$ cat src/rtl/spi_ss_ctrl.sv
module spi_ss_ctrl #(
  parameter int NUM_LINES     = 4,
  parameter int CLK_PERIOD_PS = 8000,
  parameter int MIN_GAP_PS    = 62000
) (
  input  logic                 clk,
  input  logic                 rst_n,
  input  logic                 enable,
  input  logic [1:0]           mode,
  input  logic [NUM_LINES-1:0] line_mask,
  input  logic                 sel_load,
  input  logic [NUM_LINES-1:0] sel_in,
  input  logic                 assert_req,
  input  logic                 release_req,
  output logic [NUM_LINES-1:0] ss_n,
  output logic                 granted,
  output logic                 sel_err
);
  localparam int GAP_RAW    = (MIN_GAP_PS + CLK_PERIOD_PS - 1) / CLK_PERIOD_PS;
  localparam int GAP_CYCLES = (GAP_RAW < 1) ? 1 : GAP_RAW;
  localparam int CW         = $clog2(GAP_CYCLES + 1);
  localparam logic [1:0] M_SINGLE = 2'b00, M_DECODE = 2'b01, M_BCAST = 2'b10;
  localparam logic [NUM_LINES-1:0] SLAVE0 = {{(NUM_LINES-1){1'b1}}, 1'b0};

  typedef enum logic [1:0] {S_IDLE, S_WAIT, S_ACT} st_t;

  st_t                  st;
  logic [NUM_LINES-1:0] sel_q, act_sel, last_sel;
  logic [1:0]           act_mode;
  logic [CW-1:0]        gap_cnt;
  logic                 err_q;

  logic [NUM_LINES-1:0] want_low, bad_low;
  logic                 req_ok, gap_ok;

  assign want_low = ~sel_q;
  assign bad_low  = want_low & ~line_mask;

  always_comb begin
    unique case (mode)
      M_SINGLE: req_ok = ($countones(want_low) == 1) && (bad_low == '0);
      M_DECODE: req_ok = 1'b1;
      M_BCAST:  req_ok = (want_low != '0) && (bad_low == '0);
      default:  req_ok = 1'b0;
    endcase
  end

  assign gap_ok = (gap_cnt == '0) || (sel_q == last_sel);

  always_ff @(posedge clk or negedge rst_n) begin
    if (!rst_n) begin
      st       <= S_IDLE;
      sel_q    <= SLAVE0;
      act_sel  <= '1;
      last_sel <= '1;
      act_mode <= M_SINGLE;
      gap_cnt  <= '0;
      err_q    <= 1'b0;
    end else begin
      if (sel_load) sel_q <= sel_in;
      if (gap_cnt != '0) gap_cnt <= gap_cnt - 1'b1;
      unique case (st)
        S_IDLE: if (enable && assert_req) begin
          if (req_ok) begin
            act_sel  <= sel_q;
            act_mode <= mode;
            err_q    <= 1'b0;
            st       <= gap_ok ? S_ACT : S_WAIT;
          end else begin
            err_q <= 1'b1;
          end
        end
        S_WAIT: begin
          if (!enable || release_req) st <= S_IDLE;
          else if (gap_cnt == '0 || act_sel == last_sel) st <= S_ACT;
        end
        S_ACT: if (!enable || release_req) begin
          st       <= S_IDLE;
          last_sel <= act_sel;
          gap_cnt  <= CW'(GAP_CYCLES - 1);
        end
        default: st <= S_IDLE;
      endcase
    end
  end

  assign granted = enable && (st == S_ACT);
  assign ss_n    = granted ? (act_sel | ~line_mask) : '1;
  assign sel_err = err_q;

  logic [CW-1:0] hi_run;
  always_ff @(posedge clk or negedge rst_n) begin
    if (!rst_n)                      hi_run <= CW'(GAP_CYCLES);
    else if (granted)                hi_run <= '0;
    else if (hi_run != CW'(GAP_CYCLES)) hi_run <= hi_run + 1'b1;
  end


  single_onehot_chk: assert property (@(posedge clk) disable iff (!rst_n)
    (granted && act_mode == M_SINGLE) |-> ($countones(~ss_n) <= 1));

  release_drop_chk: assert property (@(posedge clk) disable iff (!rst_n)
    (granted && release_req) |=> (!granted && ss_n == '1));

  min_gap_chk: assert property (@(posedge clk) disable iff (!rst_n)
    ($rose(granted) && act_sel != last_sel) |-> (hi_run >= CW'(GAP_CYCLES)));

  disabled_idle_chk: assert property (@(posedge clk) disable iff (!rst_n)
    (!enable) |=> !granted || enable);

  hold_sel_chk: assert property (@(posedge clk) disable iff (!rst_n)
    (granted && enable && !release_req) |=> $stable(act_sel));
endmodule

$ cat config.mk
export PLATFORM = sky130hd
export DESIGN_NAME = spi_ss_ctrl
export DESIGN_NICKNAME = d
export VERILOG_FILES = /design/src/rtl/spi_ss_ctrl.sv
export SDC_FILE = /design/constraint.sdc
export NUM_CORES = 1
export LEC_CHECK = 0
export BUFFER_PORTS_ARGS = -buffer_cell sky130_fd_sc_hd__buf_2
export CORE_UTILIZATION = 40
export DETAILED_ROUTE_END_ITERATION = 8
export PLACE_DENSITY_LB_ADDON = 0.05
export SYNTH_ARGS = -nofsm -noshare
export SYNTH_HDL_FRONTEND = slang
export SYNTH_SLANG_ARGS = --single-unit
$ cat constraint.sdc
create_clock -name clk -period 4.25 [get_ports clk]
set_input_delay 0 -clock clk [delete_from_list [all_inputs] [get_ports clk]]
set_output_delay 0 -clock clk [all_outputs]
set_load 0.01 [all_outputs]
== Yosys cells after proc, flatten, opt, wreduce, memory -nomap -nowiden ==
Cells that the tools add are included.

* Register bits: 19
* Bits of input ports: 16
* Output and inout port bits: 6
* Logic and storage cells: 56

* $add $sub $neg: 4
* Equality and inequality tests: 11
* Multiplexer cells: 13
* Bitwise operators: 4
* Reductions and logical operators: 18

{| class="wikitable"
|+ Operators by type and width
! cell !! count
|-
| 2-to-1 mux 4 bit || 4
|-
| 2-to-1 mux 2 bit || 6
|-
| equality test 4 bit || 2
|-
| logical NOT 4 bit || 2
|-
| inverter 4 bit || 2
|-
| nonzero test 4 bit || 2
|-
| != test 2 bit (second input constant) || 3
|-
| one-hot mux 2 bit (3 select lines) || 1
|-
| adder 1 x 1 -> 2 bit || 2
|-
| AND 4 bit || 1
|-
| equality test 2 x 1 -> 1 bit (second input constant) || 2
|-
| equality test 2 bit (second input constant) || 2
|-
| logical AND 1 bit || 4
|-
| logical NOT 2 bit || 2
|-
| OR 4 bit || 1
|-
| AND reduction 2 bit || 2
|-
| AND reduction 4 bit || 1
|-
| subtractor 4 x 1 -> 4 bit (second input constant) || 1
|-
| adder 2 x 2 -> 3 bit || 1
|-
| equality test 3 x 1 -> 1 bit (second input constant) || 1
|-
| logical OR 1 bit || 3
|-
| != test 3 bit (second input constant) || 1
|-
| one-hot mux 1 bit (3 select lines) || 1
|-
| AND reduction 3 bit || 1
|-
| other kinds (2) || 2
|}

== Longest topological paths before layout ==
* Word-level depth: 9
* Depth in mapped cells: 9

== Worst setup path before layout ==
OpenSTA, ideal clock, no wires.

* Kind: reg-to-reg
* Start point: register sel_q[0]
* End point: register act_sel[0]
* Library setup time: 82 ps
* Data arrival time: 2,366 ps
* Data required time: 4,168 ps
* Slack: 1,802 ps
* Cell stages (with the launch flop): 10
* Path buffers: 1
* Clock period less this slack: 2,448 ps
* Cell sequence: dfrtp_1 fa_1 inv_1 ha_1 ha_1 nor3b_1 or3_1 and4_4 buf_6 mux2_4

* Word-level cells in the longest chain between the ends: 7

{| class="wikitable"
|+ RTL lines
! element !! line !! source
|-
| from (decl) || 28 || <nowiki>logic [NUM_LINES-1:0] sel_q, act_sel, last_sel;</nowiki>
|-
| from (signal assigned) || 60 || <nowiki>if (sel_load) sel_q <= sel_in;</nowiki>
|-
| inverter 4 bit || 36 || <nowiki>assign want_low = ~sel_q;</nowiki>
|-
| adder 1 x 1 -> 2 bit (not written as such) || 41 || <nowiki>M_SINGLE: req_ok = ($countones(want_low) == 1) && (bad_low == '0);</nowiki>
|-
| adder 2 x 2 -> 3 bit (not written as such) || 41 ||
|-
| equality test 3 x 1 -> 1 bit || 41 ||
|-
| logical AND 1 bit || 41 ||
|-
| one-hot mux 1 bit (3 select lines) || 40 || <nowiki>unique case (mode)</nowiki>
|-
| AND reduction 3 bit (no line) || - ||
|-
| to (signal assigned) || 65 || <nowiki>act_sel <= sel_q;</nowiki>
|-
| to (decl) || 28 ||
|}

Several ways; a longest one is shown, not always the timed one.
A chain may end at the register's enable or synchronous reset.

== Worst setup path after layout ==
* Start point: register sel_q[0]
* End point: register act_sel[3]

* Word-level cells in the longest chain between the ends: 7

{| class="wikitable"
|+ RTL lines
! element !! line
|-
| inverter 4 bit (*) || 36
|-
| adder 1 x 1 -> 2 bit (not written as such) || 41
|-
| adder 2 x 2 -> 3 bit (not written as such) || 41
|-
| equality test 3 x 1 -> 1 bit || 41
|-
| logical AND 1 bit || 41
|-
| one-hot mux 1 bit (3 select lines) (*) || 40
|-
| AND reduction 3 bit (no line) (*) || -
|}

Mark *: on every way between the ends. The rest lies on a longest branch, timed or not.

==> impl_metrics.ini <==
[worst_setup_path]
start_kind = flop
critPathRequiredTime_ns = 4.48
cp_top_family = adder cells
path_cells = fa_1 > inv_1 > ha_1 > ha_1 > nor3b_1 > or3_1 > and4_4 > mux2_4
arrival_ns = 2.75
timing.rr.start = sel_q[0]
cpPeakStageDelay_ns = 0.55
cp_common_cell = ha_1
reg2reg_slack_ns = 1.73
crit_type = reg -> reg
reg2reg_depth = 8
cp-end-kind = flop
cp_slowest_cell = fa_1
worst-path-max-fanout = 6
worst-path-buf-inv = 1
r2r-end = act_sel[3]

[cells_and_area]
fin_nets = 153
final_cells = 161
num-fill-cells = 241
final_util_pct = 54.1
final_cell_area_sq_mm = 0.00136
drive_above_1_share_pct = 35.1
diodes = 0
syn_to_final_growth_pct = 24.4

[clocking]
cts_tree = done
cts_resized = 0
cts_buffers = 3
clk_pin_slew_worst_paths_ns = 0.11
cts_buffer_depth = 2
clock_tree.root_cell = clkbuf_4
h-tree-depth = 1
clk_latency_ns = 0.30
clock_sinks = 19

[route]
wirelength_mm = 2.21
vias = 823
wl_per_cell_um = 13.7
vias_per_cell = 5.11
drc = 0
ant_nets = 0
drt_pass1_iterations = 4
drtIter0Drc = 8

[logic_synthesis]
synth_top_area_cell = dfstp_2
syn_inst = 96
synth_top_area_share_pct = 26.4
ys_types = 36
synthFlopType = dfstp_2
synthTopCellsByArea = dfstp_2, dfrtp_1, xor2_1, mux2_4, ha_1
synth_area_sq_mm = 0.00110
synthArstFlopShare_pct = 100
ys_seq_area_share_pct = 44.6
synth_edf_count = 0
yosys_warnings = 0
synth_seq_cells = 19
avgSynthCellArea_sq_um = 11.4
synth_nets = 117

[worst_hold_path]
hold_class = in -> reg
hold_path.startpoint = enable
worstHoldPathCells = 3
hold_path_end = sel_err

[floorplanning]
start_util_pct = 43.5
die_x_um = 54.3
die_h_um = 54.3
design.core.area_sq_mm = 0.00252
ios = 22
dieArea_sq_mm = 0.00295
rows = 18

[timing]
grt_setup_unrepaired = false
hold_slack_ns = 0.0404
hold_viol_final = 0
max_freq_ghz = 0.397
worst_slew_pin_slew_ns = 0.525
period_minus_slack_ns = 2.52
relSlewSlack_pct = 64.9
skew_ns = 0.0115
drv_slew = 0
setup_viol = 0
setup_slack_ns = 1.73
setup_tns_ns = 0
finalCritPeriodShare_pct = 59.3

[placement]
dp_hpwl_mm = 1.61
dpl-instance-area_sq_mm = 0.00123
dpl_worst_slack_ns = 1.78
place.gp.congestion = 0.753
dpl.cell_count = 146
port_buffers = 21

[grt]
grt_pass1_wl_mm = 3.64
antenna_found_initial = 0
grt_overflow = 0
grt_pass1_vias = 815
grt_max_degree = 20
grt_usage_pct = 17.8

[status]
run_status = completed

[power]
vdd_drop_max_v = 0.000318
p_per_area_mw_per_mm2 = 510
power_mw = 0.696
p_leak_nw = 0.611

[run]
max-cap-violations = 0
[area by class of cell]
cell class | count | area, sq um | share of cell area (%)
tap | 30 | 37.5 | 2.75
multi-input combinational | 68 | 566 | 41.5
inverter | 8 | 30.0 | 2.20
sequential | 19 | 489 | 35.9
clock buffer | 4 | 26.3 | 1.93
timing repair buffer | 32 | 215 | 15.8
[worst min-delay path, delay by kind of cell]
| family | cells | cell delay, ns |
|---|---|---|
| AOI/OAI and AO/OA | 1 | 0.09 |
| buffers and inverters | 1 | 0.14 |
| and+or+nand+nor | 1 | 0.08 |
[timing repair]
item                      4_1_cts  5_1_grt
setup buffers                   0        0
hold buffers                   11        0
hold endpoints to repair       24        0
[layout by cell type (no fill, tap or decap), types with 2 or more instances in the layout]
cell type / netlist / routed
a31oi_1: 3 / 3
buf_2: 0 / 21
clkbuf_4: 0 / 3
dfrtp_1: 8 / 8
dfstp_2: 11 / 11
dlygate4sd3_1: 0 / 11
ha_1: 4 / 4
inv_1: 7 / 7
mux2_1: 4 / 4
mux2_2: 3 / 3
mux2_4: 4 / 4
nand2_1: 3 / 3
nand2b_1: 3 / 3
nand3b_1: 4 / 4
nor2_1: 5 / 5
nor3_1: 2 / 2
nor3b_1: 2 / 2
o21ai_1: 2 / 2
o22ai_1: 2 / 2
o41ai_1: 2 / 2
or3_1: 2 / 2
xor2_1: 8 / 8
[where the power goes]
part	total, mW	internal [mW]	switching (mW)
clock network	0.0910	0.0366	0.0544
logic	0.260	0.147	0.113
registers	0.345	0.275	0.0701
[cells in the mapped netlist, types with 4 or more instances]
library cell and n:
mux2_1 4, mux2_4 4, dfrtp_1 8, ha_1 4, dfstp_2 11, xor2_1 8, nand3b_1 4, inv_1 7
nor2_1 5
[state kept, by name, indices dropped and copies added (netlist names)]
register	cells
gap_cnt	4
st	2
last_sel	4
sel_q	4
act_sel	4
sel_err	1
[how the worst max path moves through the flow]
stage,from,to,slack [ns],cells after the start
CTS,sel_q[0],act_sel[3],1.73,8
global route,sel_q[0],act_sel[3],1.59,8
detailed placement,sel_q[0],act_sel[0],1.78,8
finish,sel_q[0],act_sel[3],1.73,8
floorplan,sel_q[0],act_sel[0],1.80,9
global placement,sel_q[0],act_sel[3],1.80,8
[cell families after synthesis]
group	count (synthesis)	share of synthesized area, %
compound gates	15	9.36
fa+ha+maj	5	6.39
mux	11	12.7
buf+inv	9	3.77
flops	19	44.6
simple gates	28	16.0
xor+xnor	9	7.19
[layer usage]
metal  track usage, %  wire length, um
met1             23.5             1100
met4             8.97               36
met3             2.50               93
met2             28.3              978
met5                0                0
(Power assumes the default switching activity.)
